==> src/rtl/rx_exec_pkg.sv <==
package rx_exec_pkg;
   typedef enum logic [1:0] {LG_AND = 2'd0, LG_OR = 2'd1, LG_XOR = 2'd2, LG_ANDN = 2'd3} logic_op_e;
   typedef enum logic [1:0] {FILL_ZERO = 2'd0, FILL_SIGN = 2'd1, FILL_CARRY = 2'd2, FILL_RSVD = 2'd3} fill_e;
   typedef enum logic [2:0] {
      SRC_SUM = 3'd0, SRC_LOGIC = 3'd1, SRC_SHR = 3'd2, SRC_SHL = 3'd3,
      SRC_LOAD = 3'd4, SRC_RET = 3'd5, SRC_NONE6 = 3'd6, SRC_NONE7 = 3'd7
   } src_e;
   typedef enum logic [3:0] {
      BC_ALWAYS = 4'd0, BC_NEVER = 4'd1, BC_EQ = 4'd2, BC_NE = 4'd3,
      BC_CS = 4'd4, BC_CC = 4'd5, BC_VS = 4'd6, BC_VC = 4'd7,
      BC_LT = 4'd8, BC_GE = 4'd9, BC_LE = 4'd10, BC_GT = 4'd11,
      BC_LTU = 4'd12, BC_GEU = 4'd13, BC_LEU = 4'd14, BC_GTU = 4'd15
   } cond_e;
endpackage

==> src/rtl/rx_addsub.sv <==
module rx_addsub #(
   parameter int W = 16
) (
   input  logic [W-1:0] a,
   input  logic [W-1:0] b,
   input  logic         sub,
   input  logic         cin,
   output logic [W-1:0] sum,
   output logic         cout,
   output logic         ovf
);
   logic [W-1:0] b_eff;
   logic [W:0]   wide;

   always_comb begin
      b_eff = sub ? ~b : b;
      wide  = {1'b0, a} + {1'b0, b_eff} + {{W{1'b0}}, cin};
      sum   = wide[W-1:0];
      cout  = wide[W];
      ovf   = (a[W-1] == b_eff[W-1]) && (wide[W-1] != a[W-1]);
   end
endmodule

==> src/rtl/rx_logic.sv <==
module rx_logic
   import rx_exec_pkg::*;
#(
   parameter int W = 16
) (
   input  logic [W-1:0] a,
   input  logic [W-1:0] b,
   input  logic [1:0]   op,
   output logic [W-1:0] y
);
   for (genvar i = 0; i < W; i++) begin : g_bit
      always_comb begin
         unique case (logic_op_e'(op))
            LG_AND:  y[i] = a[i] & b[i];
            LG_OR:   y[i] = a[i] | b[i];
            LG_XOR:  y[i] = a[i] ^ b[i];
            default: y[i] = a[i] & ~b[i];
         endcase
      end
   end
endmodule

==> src/rtl/rx_shift1.sv <==
module rx_shift1
   import rx_exec_pkg::*;
#(
   parameter int W = 16
) (
   input  logic [W-1:0] a,
   input  logic [1:0]   fill_mode,
   input  logic         carry,
   output logic [W-1:0] shr,
   output logic [W-1:0] shl
);
   logic fill_r, fill_l;

   always_comb begin
      unique case (fill_e'(fill_mode))
         FILL_SIGN:  fill_r = a[W-1];
         FILL_CARRY: fill_r = carry;
         default:    fill_r = 1'b0;
      endcase
      fill_l = (fill_e'(fill_mode) == FILL_CARRY) ? carry : 1'b0;
      shr    = {fill_r, a[W-1:1]};
      shl    = {a[W-2:0], fill_l};
   end
endmodule

==> src/rtl/rx_flagbr.sv <==
module rx_flagbr
   import rx_exec_pkg::*;
#(
   parameter int W = 16
) (
   input  logic         clk,
   input  logic         rst_n,
   input  logic         load,
   input  logic [W-1:0] sum,
   input  logic         cout,
   input  logic         ovf,
   input  logic [3:0]   cond,
   output logic         z,
   output logic         n,
   output logic         c,
   output logic         v,
   output logic         taken
);
   logic lt_s, hit;

   always_ff @(posedge clk or negedge rst_n) begin
      if (!rst_n) begin
         z <= 1'b0;
         n <= 1'b0;
         c <= 1'b0;
         v <= 1'b0;
      end else if (load) begin
         z <= ~|sum;
         n <= sum[W-1];
         c <= cout;
         v <= ovf;
      end
   end

   always_comb begin
      lt_s = n ^ v;
      unique case (cond_e'({cond[3:1], 1'b0}))
         BC_ALWAYS: hit = 1'b1;
         BC_EQ:     hit = z;
         BC_CS:     hit = c;
         BC_VS:     hit = v;
         BC_LT:     hit = lt_s;
         BC_LE:     hit = lt_s | z;
         BC_LTU:    hit = ~c;
         default:   hit = ~c | z;
      endcase
      taken = hit ^ cond[0];
   end

   assert_hold_R5: assert property (@(posedge clk) disable iff (!rst_n)
      !load |=> $stable({z, n, c, v}));
   assert_zero_neg_R3: assert property (@(posedge clk) disable iff (!rst_n)
      load |=> (z == ($past(sum) == '0)) && (n == $past(sum[W-1])));
   assert_carry_ovf_R4: assert property (@(posedge clk) disable iff (!rst_n)
      load |=> (c == $past(cout)) && (v == $past(ovf)));
   assert_fixed_conds_R10: assert property (@(posedge clk) disable iff (!rst_n)
      (cond == BC_ALWAYS || cond == BC_NEVER) |-> (taken == (cond == BC_ALWAYS)));
   assert_geu_R11: assert property (@(posedge clk) disable iff (!rst_n)
      (cond == BC_GEU) |-> (taken == c));
endmodule

==> src/rtl/rx_exec_unit.sv <==
module rx_exec_unit
   import rx_exec_pkg::*;
#(
   parameter int W       = 16,
   parameter int LANES   = W / 8,
   parameter int LANE_W  = (LANES > 1) ? $clog2(LANES) : 1
) (
   input  logic              clk,
   input  logic              rst_n,
   input  logic              en,
   input  logic [W-1:0]      a_op,
   input  logic [W-1:0]      b_op,
   input  logic              sub,
   input  logic              use_carry,
   input  logic              flag_upd,
   input  logic [1:0]        logic_op,
   input  logic [1:0]        fill_mode,
   input  logic [2:0]        res_sel,
   input  logic [W-1:0]      ld_data,
   input  logic              ld_byte,
   input  logic [LANE_W-1:0] ld_lane,
   input  logic [W-1:0]      ret_addr,
   input  logic [3:0]        br_cond,
   output logic [W-1:0]      result,
   output logic              flag_z,
   output logic              flag_n,
   output logic              flag_c,
   output logic              flag_v,
   output logic              br_taken
);
   if (W < 16 || (W % 8) != 0) begin : g_bad_width
      $error("rx_exec_unit: W must be a multiple of 8 and at least 16");
   end
   if (LANES != W / 8) begin : g_bad_lanes
      $error("rx_exec_unit: LANES must equal W/8");
   end

   logic [W-1:0] sum, lg, shr, shl, ld_word;
   logic         cout, ovf, cin;
   logic [7:0]   ld_b;

   assign cin = use_carry ? flag_c : sub;

   rx_addsub #(.W(W)) u_add (
      .a(a_op), .b(b_op), .sub(sub), .cin(cin),
      .sum(sum), .cout(cout), .ovf(ovf)
   );

   rx_logic #(.W(W)) u_logic (
      .a(a_op), .b(b_op), .op(logic_op), .y(lg)
   );

   rx_shift1 #(.W(W)) u_shift (
      .a(a_op), .fill_mode(fill_mode), .carry(flag_c), .shr(shr), .shl(shl)
   );

   rx_flagbr #(.W(W)) u_flags (
      .clk(clk), .rst_n(rst_n), .load(en & flag_upd),
      .sum(sum), .cout(cout), .ovf(ovf), .cond(br_cond),
      .z(flag_z), .n(flag_n), .c(flag_c), .v(flag_v), .taken(br_taken)
   );

   always_comb begin
      ld_b    = ld_data[8*ld_lane +: 8];
      ld_word = ld_byte ? {{(W-8){1'b0}}, ld_b} : ld_data;
      unique case (src_e'(res_sel))
         SRC_SUM:   result = sum;
         SRC_LOGIC: result = lg;
         SRC_SHR:   result = shr;
         SRC_SHL:   result = shl;
         SRC_LOAD:  result = ld_word;
         SRC_RET:   result = ret_addr;
         default:   result = '0;
      endcase
   end

   assert_shr_body_R6: assert property (@(posedge clk) disable iff (!rst_n)
      (res_sel == SRC_SHR) |-> (result[W-2:0] == a_op[W-1:1]));
   assert_shl_body_R7: assert property (@(posedge clk) disable iff (!rst_n)
      (res_sel == SRC_SHL) |-> (result[W-1:1] == a_op[W-2:0]));
   assert_ret_pass_R8: assert property (@(posedge clk) disable iff (!rst_n)
      (res_sel == SRC_RET) |-> (result == ret_addr));
   assert_byte_upper_R9: assert property (@(posedge clk) disable iff (!rst_n)
      (res_sel == SRC_LOAD && ld_byte) |-> (result[W-1:8] == '0));
endmodule

==> config.mk <==
export PLATFORM = sky130hd
export DESIGN_NAME = rx_exec_unit
export DESIGN_NICKNAME = d
export VERILOG_FILES = /design/src/rtl/rx_exec_pkg.sv /design/src/rtl/rx_addsub.sv /design/src/rtl/rx_logic.sv /design/src/rtl/rx_shift1.sv /design/src/rtl/rx_flagbr.sv /design/src/rtl/rx_exec_unit.sv
export SDC_FILE = /design/constraint.sdc
export NUM_CORES = 1
export LEC_CHECK = 0
export ABC_AREA = 0
export BUFFER_PORTS_ARGS = -buffer_cell sky130_fd_sc_hd__buf_2
export CORE_ASPECT_RATIO = 1.25
export CORE_MARGIN = 10
export CORE_UTILIZATION = 55
export DETAILED_ROUTE_END_ITERATION = 10
export PLACE_DENSITY = 0.95
export SLEW_MARGIN = 10
export SYNTH_ARGS = -nofsm -noshare
export SYNTH_HDL_FRONTEND = slang
export SYNTH_SLANG_ARGS = --single-unit
==> constraint.sdc <==
create_clock -name clk -period 9 [get_ports clk]
set_clock_uncertainty 0.15 [all_clocks]
set_input_delay 0.9 -clock clk [delete_from_list [all_inputs] [get_ports clk]]
set_output_delay 0.9 -clock clk [all_outputs]
set_load 0.01 [all_outputs]
; Word-level counts from Yosys, hierarchy flattened
; Index checks and enable logic that the tools add are counted.
[word_totals]
reg_bits = 4
latch_bits = 0
mem_bits_rw = 0
mem_bits_ro = 0
output_inout_bits = 21
memories = 0
[op_classes]
add_sub_neg = 2
multipliers = 0
div = 0
magnitude_cmp = 0
eq_ne = 17
n_shift = 1
mux = 23
n_bitwise = 87
reduce_logical = 6
[op_table]
columns = cell, count
row1 = $pmux 16 s6, 1
row2 = $pmux 1 s3, 16
row3 = $and 1x1->1, 33
row4 = $mux 16, 2
row5 = $or 1x1->1, 18
row6 = $xor 1x1->1, 18
row7 = $add 16x16->17, 1
row8 = $add 17x1->17, 1
row9 = $not 1->1, 17
row10 = $not 16->16, 1
row11 = $reduce_or 16->1, 1
row12 = $shiftx 16x5->8, 1
row13 = $eq 3x3->1 const B, 5
row14 = $eq 3x2->1 const B, 4
row15 = $pmux 1 s7, 1
row16 = $eq 3x1->1 const B, 2
row17 = $logic_not 3->1, 2
row18 = $eq 2x1->1 const B, 2
row19 = $eq 2x2->1 const B, 2
row20 = $logic_not 2->1, 1
row21 = $mux 1, 2
row22 = $pmux 1 s2, 1
row23 = $eq 1x1->1, 1
row24 = $logic_and 1x1->1, 1
row25 = other kinds (2), 2

; Depth between registers and ports, before layout
[logic_depth]
depth_word = 6
mapped_depth = 11

; Hierarchy
; A second synthesis with hierarchy kept.
[hier_totals]
cells_unflattened = 470
area_unflattened_um2 = 3577.2
[modules_own_cells]
columns = mod, instances, cells_per_inst, area_each_um2, seq_area_each_um2
row1 = rx_addsub, 1, 148, 1121.1, 0.0
row2 = rx_logic, 1, 141, 982.2, 0.0
row3 = rx_exec_unit, 1, 119, 925.9, 0.0
row4 = rx_shift1, 1, 39, 290.3, 0.0
row5 = rx_flagbr, 1, 23, 257.7, 100.1

; Worst setup path before layout
; No wires, ideal clock.
[synth_path]
path_kind = in2out
start = input port sub
end = output port result[14]
arrival_time_ns = 3.485
path_slack_ns = 4.465
path_stages = 11
cell_sequence = clkbuf_1 -> mux2_2 -> fa_1 -> fa_1 -> a211oi_2 -> o21ba_4 -> o211ai_2 -> a31o_1 -> a21oi_2 -> xnor2_1 -> a21o_1
[synth_via]
elab_chain_cells = 4
word_cells_on_any_way = 5
[synth_lines]
columns = item, line_no
row1 = from (decl), rx_exec_unit.sv:13  ; input logic sub,
row2 = $mux 16, rx_addsub.sv:16  ; b_eff = sub ? ~b : b;
row3 = $add 16x16->17, rx_addsub.sv:17  ; wide = {1'b0, a} + {1'b0, b_eff} + {{W{1'b0}}, cin};
row4 = $add 17x1->17 *, rx_addsub.sv:17
row5 = $pmux 16 s6 *, rx_exec_unit.sv:66  ; unique case (src_e'(res_sel))
row6 = to (decl), rx_exec_unit.sv:24  ; output logic [W-1:0] result,
; Every way passes the cells marked *; elsewhere a longest branch is shown, timed or not.

; Final worst setup path
; Ends and elaborated chain as after synthesis.

==> metrics.yaml <==
status: "complete, no violations"
yosysTopAreaCell: "ha_1"
area_growth_pct: 20.0
vias_per_cell: 6.49
layout-drive-gt1-share_pct: 24.1
dieArea_um2: 8230
fin_cells: 550
clk_pin_slew_ns: 0.03
coreArea_um2: 4800
crit_arrival_ns: 3.92
cts_hold_buf: 0
reg2regPathDepth: 10
slew-limit-headroom_pct: 16.0
grt_max_degree: 43
ys_types: 55
max_freq_mhz: 201
first_pass_iters: 5
slew_violations: 0
hold_viol: 0
min_path_type: "in2async"
cts_tree: "yes"
multiInputGateArea_um2: 2410
track_usage_pct: 22.8
placed_cell_area_um2: 3250
dp.cells: 547
yosysMostFrequentCell: "a21oi_1"
setup_viol: 0
dp_hpwl_um: 8140
routed_wl_um: 10200
die_h_um: 99.0
cts_resized: 0
grt_overflow: 0
grt_pass1_vias: 3571
clk_latency_ns: 0.23
critPathLaunch: "sub"
async_reset_ff_share_pct: 100
io_buffers: 103
synthTopCellsByCount: "a21oi_1, nand2_1, inv_1"
period_share_pct: 55.3
ant_nets: 0
final_area_um2: 3290
post_cts_buffers: 0
drtIter0Drc: 388
clk_path_buf_depth: 2
p_per_area_nw_per_um2: 92.9
yosys-top-cells-area: "ha_1, xor2_1, a21oi_1, o21ai_0, nand2_1"
synth_ff_type: "dfrtp_1"
antenna_found_initial: 0
leakagePower_nw: 1.65
rsz0062_at_grt: "no"
die_w_um: 83.2
avgRoutedWirePerCell_um: 18.6
fillers: 424
rows: 28
synth_area_um2: 2740
grt_pass1_wl_um: 16300
ir_drop_mv: 0.0429
fin_nets: 613
ys_ff_latch: 4
start_util_pct: 57.1
cap_violations: 0
n_antenna_cell: 0
yosysSeqAreaShare_pct: 3.65
cp_max_fo: 17
path_class: "in2out"
min_period_ns: 4.97
drc_errors: 0
vias: 3567
synth_fp_nets: 527
worstSetupEndpointType: "primary output"
regArea_um2: 100
synthCells: 406
clock_sinks: 4
setup-tns-final_ns: 0
gp_congestion: 0.991
synth-edff-count: 0
rr_endpoint: "u_flags.z"
hold_ws_ns: 0.321
crit_required_ns: 7.95
numCtsBuffers: 3
ys_warn_count: 0
avgSynthCellArea_um2: 6.76
htreeDepth: 1
ios: 104
power_mw: 0.306
r2r-start: "u_flags.c"
cts-root-buf: "clkbuf_8"
tightest_slew_ns: 1.26
cp-start-kind: "primary input"
r2r_slack_ns: 5.69
yosysTopAreaCellShare_pct: 16.4
-- layout make-up --
cell class	instances	share of cell area, %
repair buffers	103	15.7
flip-flops and latches	4	3.04
clock buffers	3	1.25
inverters	40	4.56
multi-input cells	340	73.2
well taps	60	2.28
-- power breakdown --
group          leakage, nW  switching, mW  internal (mW)  total (mW)
Combinational         1.57          0.139          0.101       0.240
Clock               0.0216         0.0122         0.0288      0.0410
Sequential          0.0519        0.00356         0.0210      0.0245
-- worst max-delay path: stages --
cell,delay (ns)
buf_2,0.40
xor2_1,0.17
fa_1,0.48
fa_1,0.47
a211oi_2,0.27
o21ba_4,0.20
o211ai_2,0.12
a31o_1,0.26
a21oi_2,0.16
xnor2_1,0.18
a21o_1,0.16
buf_2,0.14
-- cells by family (layout without fill, tap and decap cells) --
| kind of cell | after synthesis | in the layout | synth area share [%] |
|---|---|---|---|
| DFF | 4 | 4 | 3.65 |
| xor gates and xnor gates | 46 | 46 | 14.7 |
| muxes | 6 | 6 | 2.28 |
| and+or+nand+nor | 101 | 101 | 17.3 |
| AOI/OAI and AO/OA | 149 | 149 | 35.7 |
| buffers and inverters | 62 | 146 | 8.53 |
| adders and majority gates | 38 | 38 | 17.9 |
-- worst max-delay path by stage --
stage	end	depth (start not counted)	slack [ns]
after floorplan	result[14]	11	4.46
after global placement	result[14]	12	4.20
after detailed placement	result[14]	12	4.08
after CTS	result[14]	12	4.07
after global routing	result[14]	12	3.92
final	result[14]	12	4.03
-- sequential cells by signal (all words and copies together), names as in the netlist --
| signal | cells |
|---|---|
| u_flags.c | 1 |
| u_flags.n | 1 |
| u_flags.v | 1 |
| u_flags.z | 1 |
-- routing by layer --
layer / routed length, µm / track usage, %
met1: 3870 / 24.6
met2: 5010 / 41.2
met3: 960 / 3.95
met4: 402 / 12.5
met5: 0 / 0
-- layout by cell type, fill, tap and decap left out, drive strengths merged, types with 4 or more instances in the layout --
cell and instances:
o31ai 4, dfrtp 4, xor2 29, nand3 14, o21ai 41, a222oi 7
or2 5, a221oi 5, o211ai 5, o311ai 5, a211oi 4, a21oi 45
o21bai 4, buf 103, inv 40, nor2 9, o21a 4, nor3 16
a21o 6, mux2i 4, nand2 42, xnor2 17, ha 36
-- through the flow --
stage	utilization [%]	worst slack [ns]
after detailed placement	67.7	4.08
after global placement	67.7	4.20
after global routing	68.6	3.92
final	68.6	4.03
after CTS	68.6	4.07
after floorplan	-	4.46
Note: power is estimated with default switching activity, not from simulation.
